File: src/rtl/mmio_direct_decode.sv
module mmio_direct_decode #(
  parameter int NUM_RANGES  = 4,
  parameter int NUM_BRIDGES = 4,
  parameter int SYS_W       = 48,
  parameter int GRAN_SHIFT  = 20,
  parameter int CAP_SHIFT   = 26,
  localparam int IDX_W = $clog2(3 * NUM_RANGES),
  localparam int RW    = $clog2(NUM_RANGES),
  localparam int BW    = $clog2(NUM_BRIDGES)
) (
  input  logic             clk,
  input  logic             rst_n,
  input  logic             wr_en,
  input  logic [IDX_W-1:0] wr_idx,
  input  logic [31:0]      wr_data,
  input  logic             req_valid,
  input  logic [SYS_W-1:0] req_addr,
  input  logic             win_hit,
  output logic             out_valid,
  output logic             hit,
  output logic [RW-1:0]    hit_range,
  output logic [BW-1:0]    bridge,
  output logic [31:0]      fwd_addr,
  output logic             tgt_ram,
  output logic             tgt_window,
  output logic             tgt_direct
);

  localparam int HI_W = SYS_W - 32;
  localparam logic [31:0] CAP = 32'(1) << CAP_SHIFT;
  localparam logic [31:0] GMASK = ~((32'(1) << GRAN_SHIFT) - 32'(1));

  logic [NUM_RANGES-1:0]         hv;
  logic [NUM_RANGES-1:0][BW-1:0] rbits;

  for (genvar i = 0; i < NUM_RANGES; i++) begin : g_rng
    logic [31:0]      base_q, size_q, route_q;
    logic [31:0]      bt, st_raw, st;
    logic [SYS_W-1:0] bx;
    logic [SYS_W:0]   lim;

    always_ff @(posedge clk) begin
      if (!rst_n) begin
        base_q  <= '0;
        size_q  <= '0;
        route_q <= '0;
      end else if (wr_en) begin
        if (wr_idx == IDX_W'(3*i))     base_q  <= wr_data;
        if (wr_idx == IDX_W'(3*i + 1)) size_q  <= wr_data;
        if (wr_idx == IDX_W'(3*i + 2)) route_q <= wr_data;
      end
    end

    assign bt     = base_q & GMASK;
    assign st_raw = size_q & GMASK;
    assign st     = (st_raw > CAP) ? CAP : st_raw;
    assign bx     = {{HI_W{bt[31:28] == 4'hF}}, bt};
    assign lim    = {1'b0, bx} + (SYS_W+1)'(st);
    assign hv[i]  = base_q[0] && (st != '0) && (req_addr >= bx) &&
                    ({1'b0, req_addr} < lim);
    assign rbits[i] = route_q[BW-1:0];
  end

  logic          hit_n;
  logic [RW-1:0] rng_n;
  logic [BW-1:0] br_n;

  always_comb begin
    hit_n = 1'b0;
    rng_n = '0;
    br_n  = '0;
    for (int i = NUM_RANGES - 1; i >= 0; i--) begin
      if (hv[i]) begin
        hit_n = 1'b1;
        rng_n = RW'(i);
        br_n  = rbits[i];
      end
    end
  end

  always_ff @(posedge clk) begin
    if (!rst_n) begin
      out_valid  <= 1'b0;
      hit        <= 1'b0;
      hit_range  <= '0;
      bridge     <= '0;
      fwd_addr   <= '0;
      tgt_ram    <= 1'b0;
      tgt_window <= 1'b0;
      tgt_direct <= 1'b0;
    end else begin
      out_valid <= req_valid;
      if (req_valid) begin
        hit        <= hit_n;
        hit_range  <= rng_n;
        bridge     <= br_n;
        fwd_addr   <= req_addr[31:0];
        tgt_direct <= hit_n;
        tgt_window <= !hit_n && win_hit;
        tgt_ram    <= !hit_n && !win_hit;
      end
    end
  end

  AST_ONE_TARGET: assert property (@(posedge clk) disable iff (!rst_n)
    out_valid |-> $countones({tgt_ram, tgt_window, tgt_direct}) == 1);
  AST_DIRECT_FIRST: assert property (@(posedge clk) disable iff (!rst_n)
    out_valid && hit |-> tgt_direct && !tgt_window);
  AST_RESULT_NEXT: assert property (@(posedge clk) disable iff (!rst_n)
    req_valid |=> out_valid);
  AST_FWD_LOW: assert property (@(posedge clk) disable iff (!rst_n)
    req_valid |=> fwd_addr == $past(req_addr[31:0]));
  AST_MISS_ZERO: assert property (@(posedge clk) disable iff (!rst_n)
    out_valid && !hit |-> hit_range == '0 && bridge == '0);

endmodule

File: config.mk
export PLATFORM = sky130hd
export DESIGN_NAME = mmio_direct_decode
export DESIGN_NICKNAME = d
export VERILOG_FILES = /design/src/rtl/mmio_direct_decode.sv
export SDC_FILE = /design/constraint.sdc
export NUM_CORES = 1
export LEC_CHECK = 0
export BUFFER_PORTS_ARGS = -buffer_cell sky130_fd_sc_hd__buf_2
export CELL_PAD_IN_SITES_DETAIL_PLACEMENT = 1
export CELL_PAD_IN_SITES_GLOBAL_PLACEMENT = 2
export CORE_UTILIZATION = 37
export DETAILED_ROUTE_END_ITERATION = 8
export PLACE_DENSITY_LB_ADDON = 0.1
export SLEW_MARGIN = 30
export SYNTH_ARGS = -nofsm -noshare
export SYNTH_HDL_FRONTEND = slang
export SYNTH_SLANG_ARGS = --single-unit
File: constraint.sdc
create_clock -name clk -period 6.3 [get_ports clk]
set_clock_uncertainty 0.15 [all_clocks]
set_input_delay 1.26 -clock clk [delete_from_list [all_inputs] [get_ports clk]]
set_output_delay 1.26 -clock clk [all_outputs]
set_load 0.005 [all_outputs]
* Yosys cells after proc, flatten, opt, wreduce, memory -nomap -nowiden
Index checks and enable logic that the tools add are counted.
** Word-level totals
- Output and inout bits :: 41
- Register bits :: 304
** Operators by class
- Multiplexer cells :: 16
- Reduce and logical (&&, ||, !) cells :: 33
- Equality and inequality tests :: 15
- $add $sub $neg :: 4
- $lt $le $gt $ge :: 12
** Operators by type and width (count)
- adder 48 x 32 -> 49 bit :: 4
- < comparator 48 x 49 -> 1 bit :: 4
- >= comparator 48 bit :: 4
- > comparator 32 x 27 -> 1 bit, second input constant :: 4
- 2-to-1 mux 32 bit :: 4
- nonzero test 32 bit :: 4
- == test 4 bit, second input constant :: 8
- AND reduction 2 bit :: 12
- == test 4 x 3 -> 1 bit, second input constant :: 4
- 2-to-1 mux 2 bit :: 8
- logical AND 1 bit :: 14
- == test 4 x 2 -> 1 bit, second input constant :: 2
- == test 4 x 1 -> 1 bit, second input constant :: 1
- zero test 4 bit :: 1
- 2-to-1 mux 1 bit :: 4
- zero test 1 bit :: 2

* Longest topological paths before layout
Gate-level depths: netlist of run 1.
- Word-level depth :: 12
- Mapped depth :: 26
- Depth with buffers taken out :: 26

* Least setup slack after synthesis of run 1
OpenSTA, ideal clock, no wires.
- Kind :: register to register
- Start :: register g_rng[2].size_q[27]
- End :: register tgt_ram
- Arrival :: 5.146 ns
- Path slack :: 0.886 ns
- Stages on the path, launching flop included :: 24
- Buffers on the path :: 0
- Cell sequence :: dfxtp_1 or4_1 a211oi_1 and2_1 ha_1 nor2b_1 o21ai_1 a21oi_1 o21ai_1 a21oi_1 o21a_1 o311ai_1 a21oi_1 ha_1 inv_1 ha_1 a21oi_1 o21ai_0 a2111o_1 o21ai_0 nand2_1 o21ai_2 nor4b_4 a32o_1
** On the way
- Cells in the longest elaborated chain, start to end :: 11
- Elaborated cells between the ends (all ways) :: 13
** RTL lines
- from (decl) :: line 37 : logic [31:0] base_q, size_q, route_q;
- from (signal assigned) :: line 49 : if (wr_idx == IDX_W'(3*i + 1)) size_q <= wr_data;
- > comparator 32 x 27 -> 1 bit :: line 56 : assign st = (st_raw > CAP) ? CAP : st_raw;
- 2-to-1 mux 32 bit (*) :: line 56
- parallel branches: the longest is 3 deep, another holds adder 48 x 32 -> 49 bit
- logical AND 1 bit (*) :: line 59 : assign hv[i] = base_q[0] && (st != '0) && (req_addr >= bx) &&
- 2-to-1 mux 1 bit (*) (3 in series) :: line 73 : if (hv[i]) begin
- zero test 1 bit (*) :: line 100 : tgt_ram <= !hit_n && !win_hit;
- logical AND 1 bit (*) :: line 100
- to (signal assigned) :: line 100
- to (decl) :: line 24 : output logic tgt_ram,
Every way passes the cells marked *.
A chain may end at the register's enable or synchronous reset.

* Final worst setup path of run 1
- Start :: register g_rng[1].size_q[31]
- End :: register bridge[1]
** On the way
- Cells in the longest elaborated chain, start to end :: 8
- Elaborated cells between the ends (all ways) :: 10
** RTL lines
- from (decl) :: line 37
- from (signal assigned) :: line 49
- > comparator 32 x 27 -> 1 bit :: line 56
- 2-to-1 mux 32 bit (*) :: line 56
- parallel branches: the longest is 3 deep, another holds adder 48 x 32 -> 49 bit
- logical AND 1 bit (*) :: line 59
- 2-to-1 mux 2 bit (*) (2 in series) :: line 73
- to (signal assigned) :: line 96 : bridge <= br_n;
- to (decl) :: line 22 : output logic [BW-1:0] bridge,
Marks and branches as above.

==> impl_results.md, run 1 <==
* Standard-cell rows at a little under 70
* Endpoints failing hold at 0
* Hold path depth at 2
* Post-synth EDFFs at 0
* Final Slew Violations at 0
* Synthesized area per cell at 8.45 µm²
* Leak at approximately 6.4 nW
* CTS tree: yes
* Share of cells above drive strength 1 at 11.5%
* RR Endpoint: bridge[1]
* Worst hold-check path type: register to register
* Worst r2r src: g_rng[1].size_q[31]
* WHS Endpoint: hit_range[0]
* Per-cell routed wire length at between 15 and 20 µm
* Clock latency on the worst-skew pair at 430 ps
* Synth Register Bits at 148
* Pre-CTS setup slack at 150 ps
* CP max stage delay at between 500 and 600 ps
* Total GRT Usage at a little under a quarter
* CTS Buf Count at 17
* Core area at 35900 µm²
* Post-layout util at 42.8%
* Min Tclk post-route at 5940 ps
* Cells after Synth at between 1500 and 2000
* Height of the die at around 190 µm
* R2r setup slk at approximately 360 ps
* Worst-Margin Slew at 942 ps
* H-tree levels at 4
* Overflow after GRT at 0
* Tcrit/Tclk final at 94.2%
* Slew headroom at a little under two fifths
* Final ANT Viol Nets at 0
* Most frequent CP cell: a21oi_1
* Vias at 12088
* Commonest non-fill, non-tap cell in the layout: ha_1
* Vias in the first global route at 12101
* Routed Wire Length at 43600 µm
* Worst setup margin at 365 ps
* Fin Setup TNS at 0 ps
* Buffers on Ports at 111
* Async SR Flop Fraction at 0%
* Initial antenna violation count at 0
* RSZ-0062 raised after global routing: false
* Die width at slightly below 200 µm
* Yosys top cell by area: ha_1
* Largest net degree at the start of global routing at 101
* Clk slew on worst S/H paths at roughly 70 ps
* Synth top area share at 25.0%
* Top FF cell, synth: dfxtp_1
* Residual DRC at 0
* Die Area at 37600 µm²
* CP Data Required Time at 6450 ps
* CP Cell Sequence: or4_1 -> a211oi_2 -> and2_1 -> ha_1 -> a21o_1 -> a21oi_1 -> o21bai_1 -> a211oi_2 -> o31ai_1 -> or4_1 -> o311ai_2 -> o21ai_0 -> ha_1 -> a21oi_1 -> a21boi_0 -> o221a_2 -> a211o_1 -> a31o_2 -> or2_1 -> o221ai_1 -> a21oi_1
* Commonest non-fill, non-tap cells in the layout: ha_1, dfxtp_1, nand2_1
* Status: complete, no violations
* CTS Root Cell: clkbuf_16
* CP Class: register to register
* GPL Wtd Cong at 0.801
* Hold Startpoint: hit_range[0]
* Detailed Route Iter0 Violations at 424
* Distinct cell type count after synthesis at 75
* Final setup viols at 0
* I/O pin cnt at 130
* HPWL Detailed at 33300 µm
* DRT Pass-1 Iters at 5
* YS warnings at 0
* Startpoint types: register
* MaxCap Viol Count at 0
* Mapped cell area at ~14000 µm²
* Nets at 2085
* Worst Path Max Fanout at 9
* CTS Sinks at 148
* Slowest cell on the critical path: or4_1
* # diodes at 0
* Worst-case clock buffer depth at 2
* VDD IR max at approximately 0.15 mV
* Fmax at 168 MHz
* FF-to-FF path depth at 21
* Worst EP arrival at 6090 ps
* First-pass GRT wire length at 69200 µm
* Largest cells by area after synthesis: ha_1, dfxtp_1, mux2i_1
* CP endpoint kind: register
* Via density per instance at 5.51
* Area delta synth->final at 13.0%
* Sequential area share after synthesis at 21.8%
* Initial Util at 37.9%
* Power Density at 164 nW/µm²
layer usage:
| layer | vias up | share of wire (%) | track usage, % |
|---|---|---|---|
| met5 | - | 0 | 0 |
| li1 | 6072 | - | - |
| met4 | 0 | 1.3 | 4.80 |
| met1 | 5795 | 48 | 31.3 |
| met3 | 38 | 3.2 | 2.92 |
| met2 | 183 | 47 | 40.9 |
state kept, by name, summed over array words and instances, names as in the netlist:
signal,flops
out_valid,1
hit_range,2
tgt_direct,1
g_rng.size_q,48
tgt_ram,1
tgt_window,1
g_rng.base_q,52
g_rng.route_q,8
fwd_addr,32
bridge,2
metrics by stage:
step	instances	instance area, µm²	total power [mW]	hold slack, ps
6_report	2194	15400	2.53	306
5_1_grt	2194	15400	2.66	343
4_1_cts	2193	15300	2.56	312
3_5_place_dp	2161	14700	1.48	301
3_3_place_gp	2161	14700	1.46	296
2_1_floorplan	1630	13700	1.29	288
worst max path at each step:
stage	from	endpoint	slack, ps
5_1_grt	g_rng[3].size_q[22]	tgt_ram	6
4_1_cts	g_rng[1].size_q[31]	bridge[1]	140
6_report	g_rng[1].size_q[31]	bridge[1]	360
3_5_place_dp	g_rng[1].size_q[31]	bridge[1]	150
2_1_floorplan	g_rng[2].size_q[27]	tgt_ram	890
3_3_place_gp	g_rng[1].size_q[31]	bridge[1]	300
cell type report:
type | instances | area, µm²
flip-flops and latches | 148 | 2960
multi-input cells | 1324 | 10200
clock inverters | 13 | 173
repair buffers | 129 | 693
inverters | 100 | 375
fillers | 4325 | 20500
well taps | 461 | 577
clock buffers | 19 | 433
synth_stat cells, types with 4 or more instances:
master,n
a211oi_1,24
nor3_1,22
o21ai_0,70
or3_1,10
mux2i_1,98
nor4_1,17
o31a_1,4
and4_1,8
a21oi_1,119
a21boi_0,44
or4_1,5
ha_1,272
a2111oi_0,4
xor2_1,15
o31ai_1,9
a21o_1,22
nor2_1,47
fa_1,4
and2_1,30
o211ai_1,5
nand2b_1,16
o221ai_1,5
dfxtp_1,148
a211o_1,19
nand2_1,137
nand3b_1,4
inv_1,100
clkbuf_1,53
o21a_1,12
a31oi_1,9
o21ai_1,8
a221oi_1,4
o21bai_1,4
and3_1,4
buf_1,4
or2_2,11
nand3_1,40
nand4_1,29
nor2b_1,105
xnor2_1,16
power by group:
group	total [mW]	switching, mW	internal (mW)
combinational	0.482	0.289	0.193
clock	1.07	0.443	0.630
sequential	0.973	0.0146	0.959
critical path: cells and delay by family (launching register included):
kind / cells / cell delay, ps
fa+ha+maj: 2 / 600
flops: 1 / 310
compound gates: 15 / 3250
simple gates: 4 / 1510
kinds of logic after synthesis:
family / Yosys count / share of synthesized area (%)
other: 1 / 0.0275
buffers and inverters: 158 / 4.38
AND/OR/NAND/NOR: 501 / 19.7
flip-flops: 148 / 21.8
AO/OA/AOI/OAI: 398 / 19.3
adder cells (fa/ha/maj): 276 / 25.6
XOR/XNOR: 31 / 1.99
multiplexers: 98 / 7.21
repair_timing:
action,CTS,global route
endpoints found under the setup margin,0,7
resized for setup,0,7
hold buffers,0,0
setup buffers,0,1
Note: power is estimated with default switching activity, not from simulation.
==> run 2: changes to the inputs <==
CELL_PAD_IN_SITES_DETAIL_PLACEMENT = default   (was 1)
CELL_PAD_IN_SITES_GLOBAL_PLACEMENT = default   (was 2)
CORE_UTILIZATION = 61   (was 37)
PLACE_DENSITY = 0.79   (was default)
PLACE_DENSITY_LB_ADDON = default   (was 0.1)
RECOVER_POWER = 100   (was default)
==> run 2 against run 1 <==
  * The flow now finishes with violations (max-capacitance violations, max-slew violations)
  * Critical path depth up 5
  * Flip-flop and latch count is the same
  * Largest power group unchanged
  * Register-to-register slack lost 70 ps
  * Non-clock buffer count is 8 lower
  * Total power shrank 3.1%
==> impl_results.md, run 2 (synthesis gave the netlist of run 1 again) <==
* Commonest non-fill, non-tap cell in the layout: ha_1
* Per-cell routed wire length at 18.1 µm (-8.8%)
* CTS Sinks at 148 (unchanged)
* Min Tclk post-route at 6000 ps (+69.8 ps)
* Standard-cell rows at 54 (-22%)
* Post-CTS Setup Bufs at 0 (unchanged)
* CP Data Required Time at 6470 ps (+20 ps)
* Final setup viols at 0 (unchanged)
* CP Class: register to register
* Status: complete, but fails checks
* Residual DRC at 0 (unchanged)
* Total GRT Usage at 31.8% (+8.2 points)
* Non-filler instance count after layout at 2005 (-8.6%)
* Die width at 151 µm (-22%)
* HPWL Detailed at 27100 µm (-19%)
* Power Density at 163 nW/µm² (-0.73%)
* Post-layout util at 68.8% (+26 points)
* Clk slew on worst S/H paths at 70 ps (about the same)
* Worst-case clock buffer depth at 2 (unchanged)
* Endpoints failing hold at 0 (unchanged)
* Share of cells above drive strength 1 at 9.45% (-2.1 points)
* Commonest non-fill, non-tap cells in the layout: ha_1, dfxtp_1, nand2_1
* Leak at 6.22 nW (-2.4%)
* Core area at 21800 µm² (-39%)
* Tcrit/Tclk final at 95.3% (+1.1 points)
* Worst hold-check path type: register to register
* Final Slew Violations at 115 (+115)
* DRT Pass-1 Iters at 6 (+1)
* Via density per instance at 6.11 (+11%)
* Initial antenna violation count at 0 (unchanged)
* Height of the die at 151 µm (-22%)
* Routed Wire Length at 36300 µm (-17%)
* Largest register by flop count: g_rng.base_q
* Nets at 2077 (-0.38%)
* CTS Root Cell: clkbuf_16
* CP endpoint kind: register
* Failing checks: max-capacitance violations, max-slew violations
* Vias in the first global route at 11314 (-6.5%)
* CTS Buf Count at 17 (unchanged)
* Worst Path Max Fanout at 8 (-1)
* Slew headroom at -157% (-190 points)
* Fin Setup TNS at 0 ps (unchanged)
* CTS tree: yes
* Worst-Margin Slew at 3850 ps (+2910 ps)
* Initial Util at 62.4% (+24 points)
* Die Area at 22900 µm² (-39%)
* First-pass GRT wire length at 56600 µm (-18%)
* Detailed Route Iter0 Violations at 743 (+75%)
* Area delta synth->final at 10.3%
* Overflow after GRT at 0 (unchanged)
* GPL Wtd Cong at 0.927 (+16%)
* Hold path depth at 2 (unchanged)
* Hold_buf cts at 0 (unchanged)
* Fmax at 167 MHz (-1.2%)
* RSZ-0062 raised after global routing: false
* FF-to-FF path depth at 26 (+24%)
* Post-Place Cells at 1973 (-8.7%)
* H-tree levels at 4 (unchanged)
* Top flop regs: g_rng.base_q x52, g_rng.size_q x48, fwd_addr x32
* Final ANT Viol Nets at 0 (unchanged)
* Vias at 12248 (+1.3%)
* Startpoint types: register
* Largest register FFs at 52 (unchanged)
* Worst EP arrival at 6170 ps (+80 ps)
* I/O pin cnt at 130 (unchanged)
* VDD IR max at 0.208 mV (+37%)
* Clock latency on the worst-skew pair at 440 ps (about the same)
* # diodes at 0 (unchanged)
* Largest net degree at the start of global routing at 115 (+14%)
* Buffers on Ports at 111 (unchanged)
* MaxCap Viol Count at 1 (+1)
-- run 2: changes by cell type in the layout (fill, tap and decap cells not counted), sizes merged --
cell,before,now
clkinv,5,4
bufinv,3,0
inv,104,110
clkbuf,19,45
buf,129,93
-- run 2: critical path, cell delays in order (launching register included) --
cell and delay, ps:
dfxtp_1 310, or4_1 550, a211oi_1 280, buf_4 170
and2_1 130, ha_1 150, inv_1 50, fa_1 400
nor2b_1 120, o21ai_1 90, a21oi_1 220, o21ai_1 120
a21oi_1 200, o21a_1 200, o311ai_2 190, a21oi_1 200
ha_1 240, inv_1 50, ha_1 230, a21oi_1 160
o21ai_0 160, a2111o_1 410, o21ai_0 420, nand2_1 130
o21ai_2 250, nor4b_4 80, a32o_1 200
-- run 2: final cells by class --
type / instances / area, µm²
fillers: 1811 / 6810
multi-input cells: 1324 / 10200
well taps: 280 / 350
clock buffers: 17 / 425
inverters: 100 / 375
repair buffers: 121 / 591
flip-flops and latches: 148 / 2960
clock inverters: 15 / 159
-- run 2: through the flow --
stage	hold WS, ps	setup WS, ps	power [mW]	cell area, µm²
global placement	298	396	1.43	14400
floorplan	288	886	1.29	13700
detailed placement	305	237	1.45	14400
CTS	316	213	2.45	15000
finish	314	295	2.45	15000
global route	343	28.0	2.56	15000
-- run 2: power by group --
part           switching, mW  leakage, nW  total, mW  internal [mW]
clock network          0.480        0.286       1.01          0.531
registers             0.0154         1.20      0.974          0.958
logic                  0.274         4.74      0.466          0.192
-- run 2: layer usage --
layer | global-route usage, % | routed length (µm)
met5 | 0 | 0
met4 | 11.8 | 1190
met3 | 4.40 | 2130
met2 | 53.3 | 16700
met1 | 41.3 | 16300
-- run 2: path summary, 6_finish.rpt --
kind                             from                  end  slack, ps
setup / recovery  g_rng[2].size_q[27]           tgt_window        300
hold reg to reg   g_rng[1].size_q[28]  g_rng[1].size_q[28]        310
setup reg to reg  g_rng[2].size_q[27]           tgt_window        300
hold / removal    g_rng[1].size_q[28]  g_rng[1].size_q[28]        310
-- run 2: what timing repair did --
| item | CTS | global route |
|---|---|---|
| endpoints found under the setup margin | 0 | 2 |
| hold endpoints to repair | 0 | 0 |
| resized for setup | 0 | 3 |
